<file path="src/rtl/fbx_pkg.sv">
package fbx_pkg;
  typedef enum logic [1:0] {
    PH_BARRIER = 2'd0,
    PH_COUNT   = 2'd1,
    PH_BCAST   = 2'd2
  } phase_e;
endpackage

</file>
<file path="src/rtl/fbx_barrier.sv">
module fbx_barrier #(
  parameter int N_BOARDS = 4
) (
  input  logic                clk_i,
  input  logic                rst_ni,
  input  logic [N_BOARDS-1:0] enable_i,
  input  logic [N_BOARDS-1:0] arrive_i,
  input  logic                clear_i,
  output logic                all_in_o
);
  logic [N_BOARDS-1:0] arrived_q;

  always_ff @(posedge clk_i or negedge rst_ni) begin
    if (!rst_ni)      arrived_q <= '0;
    else if (clear_i) arrived_q <= '0;
    else              arrived_q <= arrived_q | (arrive_i & enable_i);
  end

  assign all_in_o = (|enable_i) && (&(arrived_q | ~enable_i));
endmodule

</file>
<file path="src/rtl/fbx_window_counter.sv">
module fbx_window_counter #(
  parameter int CNT_W = 16,
  parameter int WIN_W = 16
) (
  input  logic             clk_i,
  input  logic             rst_ni,
  input  logic             start_i,
  input  logic [WIN_W-1:0] win_len_i,
  input  logic             pulse_i,
  output logic [CNT_W-1:0] count_o,
  output logic             done_o
);
  localparam logic [CNT_W-1:0] CNT_MAX = {CNT_W{1'b1}};

  logic             pulse_q, open_q;
  logic [WIN_W-1:0] rem_q;
  logic             rise;

  assign rise = pulse_i & ~pulse_q;

  always_ff @(posedge clk_i or negedge rst_ni) begin
    if (!rst_ni) begin
      pulse_q <= 1'b0;
      open_q  <= 1'b0;
      rem_q   <= '0;
      count_o <= '0;
      done_o  <= 1'b0;
    end else begin
      pulse_q <= pulse_i;
      done_o  <= 1'b0;
      if (start_i) begin
        count_o <= '0;
        rem_q   <= win_len_i;
        open_q  <= (win_len_i != '0);
        done_o  <= (win_len_i == '0);
      end else if (open_q) begin
        if (rise && count_o != CNT_MAX) count_o <= count_o + 1'b1;
        rem_q <= rem_q - 1'b1;
        if (rem_q == WIN_W'(1)) begin
          open_q <= 1'b0;
          done_o <= 1'b1;
        end
      end
    end
  end
endmodule

</file>
<file path="src/rtl/fbx_endpoint.sv">
module fbx_endpoint (
  input  logic clk_i,
  input  logic rst_ni,
  input  logic go_i,
  input  logic en_i,
  input  logic branch_i,
  output logic release_o,
  output logic branch_o
);
  always_ff @(posedge clk_i or negedge rst_ni) begin
    if (!rst_ni) begin
      release_o <= 1'b0;
      branch_o  <= 1'b0;
    end else begin
      release_o <= go_i & en_i;
      if (go_i && en_i) branch_o <= branch_i;
    end
  end
endmodule

</file>
<file path="src/rtl/fb_exchange_top.sv">
module fb_exchange_top
  import fbx_pkg::*;
#(
  parameter int N_BOARDS = 4,
  parameter int CNT_W    = 16,
  parameter int WIN_W    = 16,
  parameter int LAT_W    = 8
) (
  input  logic                clk_i,
  input  logic                rst_ni,
  input  logic [N_BOARDS-1:0] enable_i,
  input  logic [N_BOARDS-1:0] arrive_i,
  input  logic                pulse_i,
  input  logic [WIN_W-1:0]    win_len_i,
  input  logic [CNT_W-1:0]    thresh_i,
  output logic                win_start_o,
  output logic                res_valid_o,
  output logic                res_branch_o,
  output logic [CNT_W-1:0]    res_count_o,
  output logic [N_BOARDS-1:0] release_o,
  output logic [N_BOARDS-1:0] branch_o,
  output logic [LAT_W-1:0]    latency_o
);
  localparam logic [LAT_W-1:0] LAT_MAX = {LAT_W{1'b1}};

  phase_e           phase_q;
  logic             all_in, win_done;
  logic [CNT_W-1:0] win_count;
  logic             lat_run_q;
  logic [LAT_W-1:0] lat_cnt_q;

  assign win_start_o = (phase_q == PH_BARRIER) && all_in;
  assign res_valid_o = (phase_q == PH_BCAST);

  fbx_barrier #(.N_BOARDS(N_BOARDS)) u_barrier (
    .clk_i(clk_i), .rst_ni(rst_ni), .enable_i(enable_i), .arrive_i(arrive_i),
    .clear_i(res_valid_o), .all_in_o(all_in)
  );

  fbx_window_counter #(.CNT_W(CNT_W), .WIN_W(WIN_W)) u_counter (
    .clk_i(clk_i), .rst_ni(rst_ni), .start_i(win_start_o), .win_len_i(win_len_i),
    .pulse_i(pulse_i), .count_o(win_count), .done_o(win_done)
  );

  always_ff @(posedge clk_i or negedge rst_ni) begin
    if (!rst_ni) begin
      phase_q      <= PH_BARRIER;
      res_count_o  <= '0;
      res_branch_o <= 1'b0;
    end else begin
      unique case (phase_q)
        PH_BARRIER: if (all_in) phase_q <= PH_COUNT;
        PH_COUNT: if (win_done) begin
          res_count_o  <= win_count;
          res_branch_o <= (win_count >= thresh_i);
          phase_q      <= PH_BCAST;
        end
        PH_BCAST: phase_q <= PH_BARRIER;
        default:  phase_q <= PH_BARRIER;
      endcase
    end
  end

  for (genvar b = 0; b < N_BOARDS; b++) begin : g_ep
    fbx_endpoint u_ep (
      .clk_i(clk_i), .rst_ni(rst_ni), .go_i(res_valid_o), .en_i(enable_i[b]),
      .branch_i(res_branch_o), .release_o(release_o[b]), .branch_o(branch_o[b])
    );
  end

  // close-to-release latency meter
  always_ff @(posedge clk_i or negedge rst_ni) begin
    if (!rst_ni) begin
      lat_run_q <= 1'b0;
      lat_cnt_q <= '0;
      latency_o <= '0;
    end else if (win_done) begin
      lat_run_q <= 1'b1;
      lat_cnt_q <= LAT_W'(1);
    end else if (lat_run_q) begin
      if (|release_o) begin
        lat_run_q <= 1'b0;
        latency_o <= lat_cnt_q;
      end else if (lat_cnt_q != LAT_MAX) begin
        lat_cnt_q <= lat_cnt_q + 1'b1;
      end
    end
  end
endmodule

</file>
<file path="config.mk">
export PLATFORM = sky130hd
export DESIGN_NAME = fb_exchange_top
export DESIGN_NICKNAME = d
export VERILOG_FILES = /design/src/rtl/fbx_pkg.sv /design/src/rtl/fbx_barrier.sv /design/src/rtl/fbx_window_counter.sv /design/src/rtl/fbx_endpoint.sv /design/src/rtl/fb_exchange_top.sv
export SDC_FILE = /design/constraint.sdc
export NUM_CORES = 1
export LEC_CHECK = 0
export BUFFER_PORTS_ARGS = -buffer_cell sky130_fd_sc_hd__buf_4
export CAP_MARGIN = 20
export CORE_UTILIZATION = 56
export CTS_CLUSTER_SIZE = 25
export DETAILED_ROUTE_END_ITERATION = 12
export GPL_TIMING_DRIVEN = 0
export PLACE_DENSITY = 0.8
export SETUP_SLACK_MARGIN = 0.1
export SLEW_MARGIN = 20
export SYNTH_ARGS = -nofsm -noshare
export SYNTH_HDL_FRONTEND = slang
export SYNTH_SLANG_ARGS = --single-unit
</file>
<file path="constraint.sdc">
create_clock -name clk_i -period 1.78 [get_ports clk_i]
set_input_delay 0.356 -clock clk_i [delete_from_list [all_inputs] [get_ports clk_i]]
set_output_delay 0.356 -clock clk_i [all_outputs]
set_load 0.05 [all_outputs]
</file>
# After elaboration in Yosys (flattened, before gate mapping)

Index checks and enable logic that the tools add are counted.

Add/sub/neg operators: 3
Order comparisons: 1
Equality and inequality tests: 8
Multiplexer cells: 22
Bitwise operators: 11
Reduce and logical (&&, ||, !) cells: 22

Operators with widths:

| operator              | count |
|---|---|
| $mux 16               | 5 |
| $mux 8                | 4 |
| $add 16x1->16 const B | 1 |
| $eq 16x1->1 const B   | 1 |
| $ge 16x16->1          | 1 |
| $logic_not 16->1      | 1 |
| $ne 16x16->1 const B  | 1 |
| $reduce_bool 16->1    | 1 |
| $sub 16x1->16 const B | 1 |
| $mux 1                | 9 |
| $add 8x1->8 const B   | 1 |
| $ne 8x8->1 const B    | 1 |
| $or 4x4->4            | 2 |
| $reduce_bool 2->1     | 4 |
| $reduce_or 4->1       | 2 |
| $logic_and 1x1->1     | 7 |
| $reduce_and 2->1      | 3 |
| $reduce_and 3->1      | 2 |
| $and 1x1->1           | 5 |
| $and 4x4->4           | 1 |
| $mux 2                | 2 |
| $mux 4                | 1 |
| $ne 2x1->1 const B    | 2 |
| $not 4->4             | 1 |
| other kinds (7)       | 8 |

Register bits: 83
Input port bits: 43
Output and inout port bits: 35
Logic and storage cells: 87

# Longest topological paths before layout

Depth in word-level cells: 7
Mapped depth: 7
Depth with buffers taken out: 7

# Hierarchy

A second synthesis with hierarchy kept.

Cells, all modules: 453
Area, all modules: 4356.7 um2

By module, submodules not included:

| module             | instances | cells an instance | area an instance (um2) | seq. area each (um2) |
|---|---|---|---|---|
| fbx_window_counter | 1         | 215               | 1974.4                 | 875.8 |
| fb_exchange_top    | 1         | 202               | 1913.1                 | 900.9 |
| fbx_endpoint       | 4         | 4                 | 73.8                   | 50.0 |
| fbx_barrier        | 1         | 20                | 173.9                  | 100.1 |

# Least setup slack after synthesis

No wires, ideal clock.

Path kind: reg2reg
Start point: register phase_q[1]
End point: register g_ep[0].u_ep.branch_o
Library setup time: 125 ps
Arrival: 1666 ps
Required time: 1655 ps
Path slack: -10 ps
Stages on the path, launching flop included: 5
Path buffers: 1
Period minus slack after synthesis: 1790 ps
Cell sequence: dfrtp_1 > nor2b_1 > clkbuf_1 > and2_1 > mux2_2

Word-level cells in the longest chain between the ends: 2

Ends and longest elaborated chain:

| what                   | RTL line              | text |
|---|---|---|
| start, declared        | fb_exchange_top.sv:26 | `phase_e phase_q;` |
| start signal, assigned | fb_exchange_top.sv:47 | `phase_q <= PH_BARRIER;` |
| start signal, assigned | fb_exchange_top.sv:52 | `PH_BARRIER: if (all_in) phase_q <= PH_COUNT;` |
| start signal, assigned | fb_exchange_top.sv:56 | `phase_q <= PH_BCAST;` |
| $eq 2x2->1             | fb_exchange_top.sv:33 | `assign res_valid_o = (phase_q == PH_BCAST);` |
| net res_valid_o        | fb_exchange_top.sv:17 | `output logic res_valid_o,` |
| $logic_and 1x1->1      | fbx_endpoint.sv:16    | `if (go_i && en_i) branch_o <= branch_i;` |
| end signal, assigned   | fbx_endpoint.sv:16    |  |
| end, declared          | fbx_endpoint.sv:8     | `output logic branch_o` |

The timed path passes the listed nets, and every way through them passes these cells.
A chain may end at the register's enable or synchronous reset.

# Worst setup path after layout

Start point: register u_barrier.arrived_q[1]
End point: output port win_start_o

Word-level cells in the longest chain between the ends: 4

Ends and longest elaborated chain:

| what                   | RTL line              | text |
|---|---|---|
| start, declared        | fbx_barrier.sv:11     | `logic [N_BOARDS-1:0] arrived_q;` |
| start signal, assigned | fbx_barrier.sv:16     | `else arrived_q <= arrived_q \| (arrive_i & enable_i);` |
| $or 4x4->4             | fbx_barrier.sv:19     | `assign all_in_o = (\|enable_i) && (&(arrived_q \| ~enable_i));` |
| $reduce_and 4->1       | fbx_barrier.sv:19     |  |
| $logic_and 1x1->1      | fbx_barrier.sv:19     |  |
| $logic_and 1x1->1      | fb_exchange_top.sv:32 | `assign win_start_o = (phase_q == PH_BARRIER) && all_in;` |
| end, declared          | fb_exchange_top.sv:16 | `output logic win_start_o,` |

No other way between the ends.

==> run_results.csv <==
group,metric,value,unit
grt,grt-ovfl-total,0,
critical_path,cp.arrival,1.56,ns
synthesis,synth_fa_ha_area_share,5.80,%
synthesis,syn_area_per_cell,10.0,sq um
final_layout,layout_common_cells,"buf_4, dfrtp_1, nand2_1, nor2_1, xnor2_1",
drt,wl,10100,microns
drt,drt-pass1-iter-count,4,
place,gp_congestion,0.827,
synthesis,synthArstFlopShare,100,%
sta,worstMarginPinSlew,0.723,ns
power,p_leak,2.69,nW
synthesis,synth_simple_gate_area_share,24.2,%
grt,grt_max_degree,84,
drt,wl_per_cell,15.8,microns
sta,fin_crit,1.91,ns
sta,finalMaxSlewViolations,0,
synthesis,synth_cells,430,
grt,grt_pass1_wl,15900,microns
synthesis,synth_area_leaders,"dfrtp_1, nand2_1, ha_1",
synthesis,syn_nets,493,
sta,finalCritPeriodShare,107,%
power,clockPowerShare,24.5,%
power,p_per_area,1020,nW/um^2
power,p_comb_share,30.5,%
final_layout,insertedDiodeCount,0,
sta,clock_skew,0.00648,ns
clock_network,cts_buffers,9,
grt,grt_usage,24.6,%
power,finalPower,0.00579,W
synthesis,synth_mux_area_share,3.36,%
synthesis,synth-edff-count,0,
critical_path,crit_fanout,2,
clock_network,clk_latency,0.35,ns
flow_run,maxCapViolations,0,
sta,setup_violations,1,
synthesis,syn_area,4320,sq um
power,sequentialPowerShare,45.0,%
sta,hold_slack,0.0329,ns
worst_hold_path,hp-class,"primary input to asynchronous set/reset pin",
final_layout,final_common_cell,"buf_4",
sta,rsz0062_at_grt,"true",
synthesis,ys_types,51,
die,die_w,89.8,microns
status,violations,"setup timing",
power,netSwitchingFraction,34.2,%
die,start_util,58.6,%
place,portBuffers,77,
sta,hold_viol,0,
synthesis,synth_area_leader_cell,"dfrtp_1",
synthesis,synth_compound_area_share,7.19,%
clock_network,cts_sinks,83,
drt,postRouteAntennaNets,0,
clock_network,clk_path_buf_depth,2,
place,hpwl,6420,microns
grt,antenna_found_initial,0,
final_layout,syn_to_final_growth,31.1,%
status,status,"finished with violations",
critical_path,end_kind,"primary output",
die,pin_count,78,
final_layout,nets,599,
drt,drt_iter0_drc,173,
critical_path,cp.required,1.42,ns
critical_path,critPathLaunchType,"flip-flop",
power,power_switching,0.00198,W
critical_path,critPathKind,"flip-flop to primary output",
synthesis,synthFlopType,"dfrtp_1",
sta,max-slew-margin-rel,51.8,%
synthesis,ys_seq_area_share,48.1,%
synthesis,ys_seq_elements,83,
drt,routed_via_density,5.55,
synthesis,synth-xor-area-share,6.70,%
sta,setup_ws,-0.132,ns
drt,route.detailed.drc,0,
grt,first_global_vias,3401,
clock_network,cts_tree,"done",
clock_network,cts_root_buf,"clkbuf_8",
power,p_int,0.00381,W
clock_network,clk_pin_slew,0.09,ns
drt,vias,3552,
sta,max_freq,523,MHz
synthesis,synth_top_area_share,48.1,%
die,placementRows,31,
die,fp.dieArea,8060,sq um
die,die_h,89.8,microns
die,coreArea,7370,sq um
final_layout,drive_above_1_share,35.9,%
synthesis,yosysWarnings,0,
clock_network,htreeDepth,3,
power,max-vdd-ir-drop,0.000593,V
synthesis,synth_top_family_by_area,"simple AND/OR/NAND/NOR gates",
==> cell families after synthesis <==
logic type               after synthesis
flip-flops                            83
buffers and inverters                 42
multiplexers                          13
adder cells (fa/ha/maj)               20
XOR/XNOR                              33
AO/OA/AOI/OAI                         51
AND/OR/NAND/NOR                      188
==> final cells by class <==
cell class / instances / area [sq um]
fill: 515 / 1710
timing repair buffer: 95 / 739
buffer: 19 / 128
inverter: 23 / 88.8
tap: 99 / 124
sequential: 83 / 2090
multi-input combinational: 305 / 2280
clock buffer: 11 / 151
clock inverter: 5 / 60.1
==> Yosys cell counts (3+ instances only) <==
master and number:
nor4_2 4, nand2_1 73, nand4_1 9, o21ai_0 19, nand3_1 10, o21ai_1 5, nor4b_2 3, nand3b_1 3
nor4_1 8, a211oi_1 3, nor3_1 12, xnor2_1 26, a21o_1 3, nor2_1 33, a21oi_1 12, o2111ai_1 3
and4_1 3, nor4_4 3, dfrtp_1 83, mux2_2 12, xor2_1 7, inv_1 22, buf_4 8, ha_1 20
and2_1 4, buf_2 8
==> critical path, stage by stage, from the launching register on <==
cell and delay (ns):
dfrtp_1 0.37, nand2b_4 0.14, o221ai_4 0.10, nor4_4 0.30
buf_6 0.16, buf_8 0.14
==> per-stage QoR <==
stage | cells | utilization [%] | setup slack [ns] | TNS, ns | area (sq um)
floorplan | 430 | - | 0.149 | 0 | 4320
global placement | 606 | 68.1 | -0.307 | -0.958 | 5020
detailed placement | 606 | 68.1 | -0.346 | -1.21 | 5020
CTS | 633 | 74.0 | -0.184 | -0.184 | 5450
global route | 640 | 76.8 | -0.173 | -0.216 | 5660
finish | 640 | 76.8 | -0.132 | -0.132 | 5660
==> repair_timing <==
item / 4_1_cts / 5_1_grt
pin swaps: 8 / 17
endpoints found under the setup margin: 26 / 57
setup buffers: 11 / 7
resized for setup: 29 / 35
hold buffers: 0 / 0
==> layer usage <==
layer  GRT usage [%]  up-vias  wire length, microns
met4            9.70        0                   238
li1                -     1689                     -
met2            41.3      106                  5070
met3            3.72       23                   413
met1            32.2     1734                  4400
met5               0        -                     0
==> path summary, 6_finish.rpt <==
kind | from | end | slack, ns | depth (start not counted)
min in group clk_i | pulse_i | u_counter.pulse_q$_DFF_PN0_ | 0.13 | 1
worst min-delay path | rst_ni | g_ep[2].u_ep.branch_o$_DFFE_PN0P_ | 0.03 | 1
worst max register to register | u_counter.count_o[0]$_DFFE_PN0P_ | u_counter.count_o[6]$_DFFE_PN0P_ | 0.04 | 8
worst max-delay path | u_barrier.arrived_q[1]$_DFF_PN0_ | win_start_o | -0.13 | 5
worst min register to register | res_count_o[10]$_DFFE_PN0P_ | res_count_o[10]$_DFFE_PN0P_ | 0.48 | 2
max in group asynchronous | rst_ni | u_counter.count_o[2]$_DFFE_PN0P_ | 1.21 | 1
==> power by group through the flow <==
stage / logic [W] / clock network, W / registers (W)
finish: 0.00177 / 0.00142 / 0.00261
global route: 0.00194 / 0.00151 / 0.00265
CTS: 0.00155 / 0.00143 / 0.00259
detailed placement: 0.00136 / 0 / 0.00262
global placement: 0.00130 / 0 / 0.00260
floorplan: 0.000999 / 0 / 0.00255
==> state kept, by name, summed over array words and instances, names as in the netlist, 2 cells and up <==
| name | flops |
|---|---|
| latency_o | 8 |
| u_barrier.arrived_q | 4 |
| u_counter.rem_q | 16 |
| phase_q | 2 |
| g_ep.u_ep.branch_o | 4 |
| g_ep.u_ep.release_o | 4 |
| u_counter.count_o | 16 |
| lat_cnt_q | 8 |
| res_count_o | 16 |
Power figures use the tool's default switching activity.
